`config.mk`:
```
export PLATFORM = sky130hd
export DESIGN_NAME = keyed_regfile
export DESIGN_NICKNAME = d
export VERILOG_FILES = /design/src/rtl/kreg_pkg.sv /design/src/rtl/kreg_decode.sv /design/src/rtl/kreg_gate.sv /design/src/rtl/kreg_bank.sv /design/src/rtl/keyed_regfile.sv
export SDC_FILE = /design/constraint.sdc
export NUM_CORES = 1
export LEC_CHECK = 0
export ABC_AREA = 1
export BUFFER_PORTS_ARGS = -buffer_cell sky130_fd_sc_hd__buf_4
export CAP_MARGIN = 10
export CORE_MARGIN = 2
export CORE_UTILIZATION = 55
export DETAILED_ROUTE_END_ITERATION = 12
export PLACE_DENSITY_LB_ADDON = 0.15
export SLEW_MARGIN = 20
export SYNTH_ARGS = -nofsm -noshare
export SYNTH_HDL_FRONTEND = slang
export SYNTH_HIERARCHICAL = 1
export SYNTH_SLANG_ARGS = --single-unit
```
`constraint.sdc`:
```
create_clock -name clk -period 4.5 [get_ports clk]
set_input_delay 0.9 -clock clk [delete_from_list [all_inputs] [get_ports clk]]
set_output_delay 0.9 -clock clk [all_outputs]
set_load 0.01 [all_outputs]
```
`src/rtl/kreg_pkg.sv`:
```
package kreg_pkg;

    localparam int DATA_W = 32;
    localparam int STRB_W = DATA_W / 8;
    localparam int IDX_W  = 4;            // up to 16 registers of each kind
    localparam logic [7:0] KEY_BYTE = 8'hBE;

    typedef enum logic [1:0] {
        GATE_LOCKED = 2'd0,
        GATE_OPEN   = 2'd1,
        GATE_PAIR   = 2'd2
    } gate_state_e;

    // Decoded address
    typedef struct packed {
        logic             key;
        logic             wide;
        logic             narrow;
        logic [IDX_W-1:0] idx;
        logic             upper;
    } dec_t;

    // First half written while a paired window is pending
    typedef struct packed {
        logic [IDX_W-1:0] idx;
        logic             upper;
    } pair_rec_t;

    function automatic logic [DATA_W-1:0] merge_bytes(
        input logic [DATA_W-1:0] old_v,
        input logic [DATA_W-1:0] new_v,
        input logic [STRB_W-1:0] strb
    );
        logic [DATA_W-1:0] r;
        r = old_v;
        for (int b = 0; b < STRB_W; b++) begin
            if (strb[b]) r[8*b +: 8] = new_v[8*b +: 8];
        end
        return r;
    endfunction

endpackage

```
`src/rtl/kreg_decode.sv`:
```
module kreg_decode
    import kreg_pkg::*;
#(
    parameter int ADDR_W     = 8,
    parameter int NUM_WIDE   = 2,
    parameter int NUM_NARROW = 2
) (
    input  logic [ADDR_W-1:0] addr,
    output dec_t              dec
);
    localparam int WIDE_BASE   = 8;
    localparam int NARROW_BASE = WIDE_BASE + 8 * NUM_WIDE;

    always_comb begin
        dec = '0;
        if (addr == '0) dec.key = 1'b1;
        for (int i = 0; i < NUM_WIDE; i++) begin
            if (addr == ADDR_W'(WIDE_BASE + 8 * i)) begin
                dec.wide  = 1'b1;
                dec.idx   = IDX_W'(i);
                dec.upper = 1'b0;
            end
            if (addr == ADDR_W'(WIDE_BASE + 8 * i + 4)) begin
                dec.wide  = 1'b1;
                dec.idx   = IDX_W'(i);
                dec.upper = 1'b1;
            end
        end
        for (int j = 0; j < NUM_NARROW; j++) begin
            if (addr == ADDR_W'(NARROW_BASE + 4 * j)) begin
                dec.narrow = 1'b1;
                dec.idx    = IDX_W'(j);
            end
        end
    end
endmodule

```
`src/rtl/kreg_gate.sv`:
```
module kreg_gate
    import kreg_pkg::*;
(
    input  logic        clk,
    input  logic        rst,
    input  logic        wr_go,     // secure write in access phase
    input  logic        full,
    input  logic        key_ok,
    input  dec_t        dec,
    output logic        commit,
    output gate_state_e state_q
);
    gate_state_e state_d;
    pair_rec_t   rec_q, rec_d;
    logic        pair_match;
    logic        unused_dec;

    assign unused_dec = dec.narrow;
    assign pair_match = dec.wide && full && (dec.idx == rec_q.idx)
                        && (dec.upper != rec_q.upper);

    always_comb begin
        state_d = state_q;
        rec_d   = rec_q;
        commit  = 1'b0;
        if (wr_go) begin
            if (dec.key) begin
                state_d = (full && key_ok) ? GATE_OPEN : GATE_LOCKED;
            end else begin
                case (state_q)
                    GATE_OPEN: begin
                        commit = 1'b1;
                        if (dec.wide && full) begin
                            state_d = GATE_PAIR;
                            rec_d   = '{idx: dec.idx, upper: dec.upper};
                        end else begin
                            state_d = GATE_LOCKED;
                        end
                    end
                    GATE_PAIR: begin
                        commit  = pair_match;
                        state_d = GATE_LOCKED;
                    end
                    default: state_d = GATE_LOCKED;
                endcase
            end
        end
    end

    always_ff @(posedge clk) begin
        if (rst) begin
            state_q <= GATE_LOCKED;
            rec_q   <= '0;
        end else begin
            state_q <= state_d;
            rec_q   <= rec_d;
        end
    end
endmodule

```
`src/rtl/kreg_bank.sv`:
```
module kreg_bank
    import kreg_pkg::*;
#(
    parameter int NUM_WIDE   = 2,
    parameter int NUM_NARROW = 2
) (
    input  logic              clk,
    input  logic              rst,
    input  logic              commit,
    input  dec_t              dec,
    input  logic [DATA_W-1:0] wdata,
    input  logic [STRB_W-1:0] strb,
    input  logic              rd_en,
    input  logic              unlocked,
    output logic [DATA_W-1:0] rdata
);
    logic [NUM_WIDE-1:0][DATA_W-1:0]   lo_vec, hi_vec;
    logic [NUM_NARROW-1:0][DATA_W-1:0] nar_vec;

    for (genvar i = 0; i < NUM_WIDE; i++) begin : g_wide
        logic [DATA_W-1:0] lo_q, hi_q;
        logic              hit;
        assign hit = commit && dec.wide && (dec.idx == IDX_W'(i));
        always_ff @(posedge clk) begin
            if (rst) begin
                lo_q <= '0;
                hi_q <= '0;
            end else if (hit) begin
                if (dec.upper) hi_q <= merge_bytes(hi_q, wdata, strb);
                else           lo_q <= merge_bytes(lo_q, wdata, strb);
            end
        end
        assign lo_vec[i] = lo_q;
        assign hi_vec[i] = hi_q;
    end

    for (genvar j = 0; j < NUM_NARROW; j++) begin : g_narrow
        logic [DATA_W-1:0] val_q;
        logic              hit;
        assign hit = commit && dec.narrow && (dec.idx == IDX_W'(j));
        always_ff @(posedge clk) begin
            if (rst)      val_q <= '0;
            else if (hit) val_q <= merge_bytes(val_q, wdata, strb);
        end
        assign nar_vec[j] = val_q;
    end

    always_comb begin
        rdata = '0;
        if (rd_en) begin
            if (dec.key) begin
                rdata = unlocked ? DATA_W'(KEY_BYTE) : '0;
            end
            for (int i = 0; i < NUM_WIDE; i++) begin
                if (dec.wide && dec.idx == IDX_W'(i))
                    rdata = dec.upper ? hi_vec[i] : lo_vec[i];
            end
            for (int j = 0; j < NUM_NARROW; j++) begin
                if (dec.narrow && dec.idx == IDX_W'(j))
                    rdata = nar_vec[j];
            end
        end
    end
endmodule

```
`src/rtl/keyed_regfile.sv`:
```
module keyed_regfile
    import kreg_pkg::*;
#(
    parameter int ADDR_W     = 8,
    parameter int NUM_WIDE   = 2,
    parameter int NUM_NARROW = 2
) (
    input  logic              clk,
    input  logic              rst,
    input  logic              psel,
    input  logic              penable,
    input  logic              pwrite,
    input  logic [ADDR_W-1:0] paddr,
    input  logic [2:0]        pprot,
    input  logic [3:0]        pstrb,
    input  logic [31:0]       pwdata,
    output logic [31:0]       prdata,
    output logic              pready,
    output logic              pslverr
);
    dec_t        dec;
    gate_state_e state_q;
    logic        commit, wr_go, rd_en, full, key_ok, unlocked;
    logic        unused_prot;

    assign unused_prot = pprot[2] ^ pprot[0];
    assign wr_go    = psel && penable && pwrite && !pprot[1];
    assign rd_en    = psel && !pwrite && !pprot[1];
    assign full     = &pstrb;
    assign key_ok   = (pwdata[7:0] == KEY_BYTE);
    assign unlocked = (state_q != GATE_LOCKED);
    assign pready   = 1'b1;
    assign pslverr  = 1'b0;

    kreg_decode #(
        .ADDR_W(ADDR_W), .NUM_WIDE(NUM_WIDE), .NUM_NARROW(NUM_NARROW)
    ) u_decode (
        .addr(paddr), .dec(dec)
    );

    kreg_gate u_gate (
        .clk(clk), .rst(rst), .wr_go(wr_go), .full(full), .key_ok(key_ok),
        .dec(dec), .commit(commit), .state_q(state_q)
    );

    kreg_bank #(
        .NUM_WIDE(NUM_WIDE), .NUM_NARROW(NUM_NARROW)
    ) u_bank (
        .clk(clk), .rst(rst), .commit(commit), .dec(dec), .wdata(pwdata),
        .strb(pstrb), .rd_en(rd_en), .unlocked(unlocked), .rdata(prdata)
    );
endmodule

```
==> results.yml <==
layout:
  fin_nets: 1361
  n_antenna_cell: 0
  design_area_um2: 10300
  stdcell_count: 1540
  final_common_cell: "a21oi_1"
  layout-drive-gt1-share: 0.132
  area_delta_synth_final_pct: 13.1
  layout_common_cells: "a21oi_1, o21ai_0, dfxtp_1"
worst_setup_path:
  rrSetupSlack_ps: 2070
  cp-end-kind: "primary output"
  cp.required_ps: 3600
  reg2regPathDepth: 10
  path_class: "in2out"
  regToRegStartpoint: "u_gate/state_q[0]"
  arrival_ps: 3070
  cp_max_fo: 26
  r2r_end: "u_bank/g_wide[1].lo_q[15]"
  startpoint_type: "primary input"
synth:
  netlist_area_um2: 9140
  syn_avg_cell_area_um2: 7.15
  synthDistinctLibCells: 29
  syn_inst: 1278
  yosysWarnings: 6
  yosysSeqAreaShare: 0.436
  synth-seq-cells: 199
cts:
  cts_tree: "built"
  cts_hold_buf: 0
  cts_root_buffer: "clkbuf_16"
  htreeDepth: 4
  clockBufferDepth: 2
  clk_pin_slew_ps: 60
  numCtsBuffers: 17
  cts_setup_buffers: 0
  clock_latency_ps: 430
  cts_resized: 0
  cts_num_sinks: 199
routing:
  route.detailed.drc: 0
  drtAntennaViolNets: 0
  drtIter0Drc: 727
  wl_per_cell_um: 14.6
  vias_per_cell: 5.41
  wl_um: 22500
  vias: 8326
  first_pass_iters: 5
floorplan:
  fp.dieH_um: 133
  core_um2: 16400
  ios: 86
  start_util: 0.557
  placementRows: 47
  die_width_um: 133
  die-area_um2: 17700
grt:
  grt_pass1_vias: 7379
  grt_max_degree: 112
  grt_pass1_wl_um: 36200
  antenna_found_initial: 0
  track_usage: 0.254
  grt_overflow: 0
pwr:
  power.switching_uw: 744
  leakagePower_nw: 4.09
  ir_worst_vdd_uv: 309
  p_sw_frac: 0.222
  clockPowerShare: 0.431
  combPwrFrac: 0.044
  seq_power_share: 0.525
  p_int_mw: 2.61
  power_density_nw_per_um2: 325
placement:
  gp_congestion: 0.774
  dp_slack_ps: 544
  place_inst: 1508
  portBuffers: 81
  place_area_um2: 9780
  hpwl_um: 13900
timing:
  finalSetupTns_ps: 0
  setup_slack_ps: 535
  clock_skew_ps: 5.33
  worst_hold_slack_ps: 447
  finalCritPeriodShare: 0.881
  slew_headroom: 0.435
  worstMarginPinSlew_ps: 848
  rsz0062_at_grt: "no"
  fin_crit_ps: 3970
  finalSetupViolations: 0
  fmaxAchievable_ghz: 0.252
  drv_slew: 0
  hold_viol_final: 0
worst_hold_path:
  hold_path.startpoint: "u_bank/g_wide[0].lo_q[19]"
  worstHoldPathCells: 2
  hold_class: "reg2reg"
  hold_end: "u_bank/g_wide[0].lo_q[19]"
job:
  max_cap_viol_count: 0
outcome:
  outcome: "finished, final reports clean"
==> through the flow <==
stage                     total power, mW   util
final                                3.36  0.630
after global routing                 3.45  0.630
after CTS                            3.38  0.630
after detailed placement             1.95  0.596
after global placement               1.95  0.596
after floorplan                      1.88      -
==> sequential cells by signal, indices dropped and copies added, names as in the netlist <==
signal                 cells
u_bank/g_narrow.val_q     64
u_gate/rec_q               5
u_bank/g_wide.hi_q        64
u_gate/state_q             2
u_bank/g_wide.lo_q        64
==> worst max-delay path, cell delays in order <==
cell	delay, ps
buf_4	120
nor2_4	140
inv_2	40
nor2_2	100
nand2_1	80
nor2_1	250
inv_1	70
nor2_1	170
nand3_2	110
clkinv_2	420
nand2_1	110
nand3_1	90
o21ai_0	80
a21oi_1	210
buf_4	160
==> cells in the mapped netlist, drive strengths merged <==
cell	count	share of area
or2	8	0.0055
nor3b	1	0.00082
buf	38	0.025
dfxtp	199	0.44
o21ai	315	0.17
clkbuf	47	0.019
nor2	56	0.041
ha	2	0.0027
a21oi	235	0.13
nand2	194	0.085
nand4	1	0.00069
conb	3	0.0012
inv	136	0.056
clkinv	2	0.00096
nor3	1	0.0018
nand3	40	0.023
==> area by class of cell <==
| type | count | area, µm² |
|---|---|---|
| clock buffer | 27 | 523 |
| timing repair buffer | 93 | 748 |
| sequential | 199 | 3980 |
| tap | 220 | 275 |
| fill | 1508 | 6070 |
| clock inverter | 5 | 37.5 |
| inverter | 138 | 522 |
| multi-input combinational | 858 | 4250 |
==> power by group through the flow <==
stage | clock (mW) | combinational, mW | sequential (mW)
3_3_place_gp | 0 | 0.146 | 1.80
2_1_floorplan | 0 | 0.0827 | 1.80
4_1_cts | 1.47 | 0.146 | 1.76
3_5_place_dp | 0 | 0.146 | 1.80
6_report | 1.45 | 0.148 | 1.76
5_1_grt | 1.53 | 0.164 | 1.76
==> logic make-up (layout without fill, tap and decap cells) <==
| group | after synthesis | in the layout | synth area share |
|---|---|---|---|
| other | 3 | 5 | 0.00123 |
| AOI/OAI and AO/OA | 550 | 550 | 0.301 |
| and+or+nand+nor | 301 | 301 | 0.157 |
| DFF | 199 | 199 | 0.436 |
| buffers and inverters | 223 | 263 | 0.101 |
| adders and majority gates | 2 | 2 | 0.00274 |
==> routing by layer <==
layer  track usage  wire (µm)
met3        0.0471       1200
met2         0.422      10700
met1         0.332      10200
met5             0          0
met4        0.0926        408
==> how the worst max path moves through the flow <==
stage                       endpoint     start  slack [ps]  cells past startpoint
after global routing      prdata[21]  paddr[7]         290                     15
after CTS                 prdata[11]  paddr[7]         510                     15
after global placement    prdata[21]  paddr[7]         570                     15
after detailed placement  prdata[21]  paddr[7]         540                     15
final                     prdata[21]  paddr[7]         530                     15
after floorplan           prdata[24]  paddr[7]        1000                     14
(Power assumes the default switching activity.)
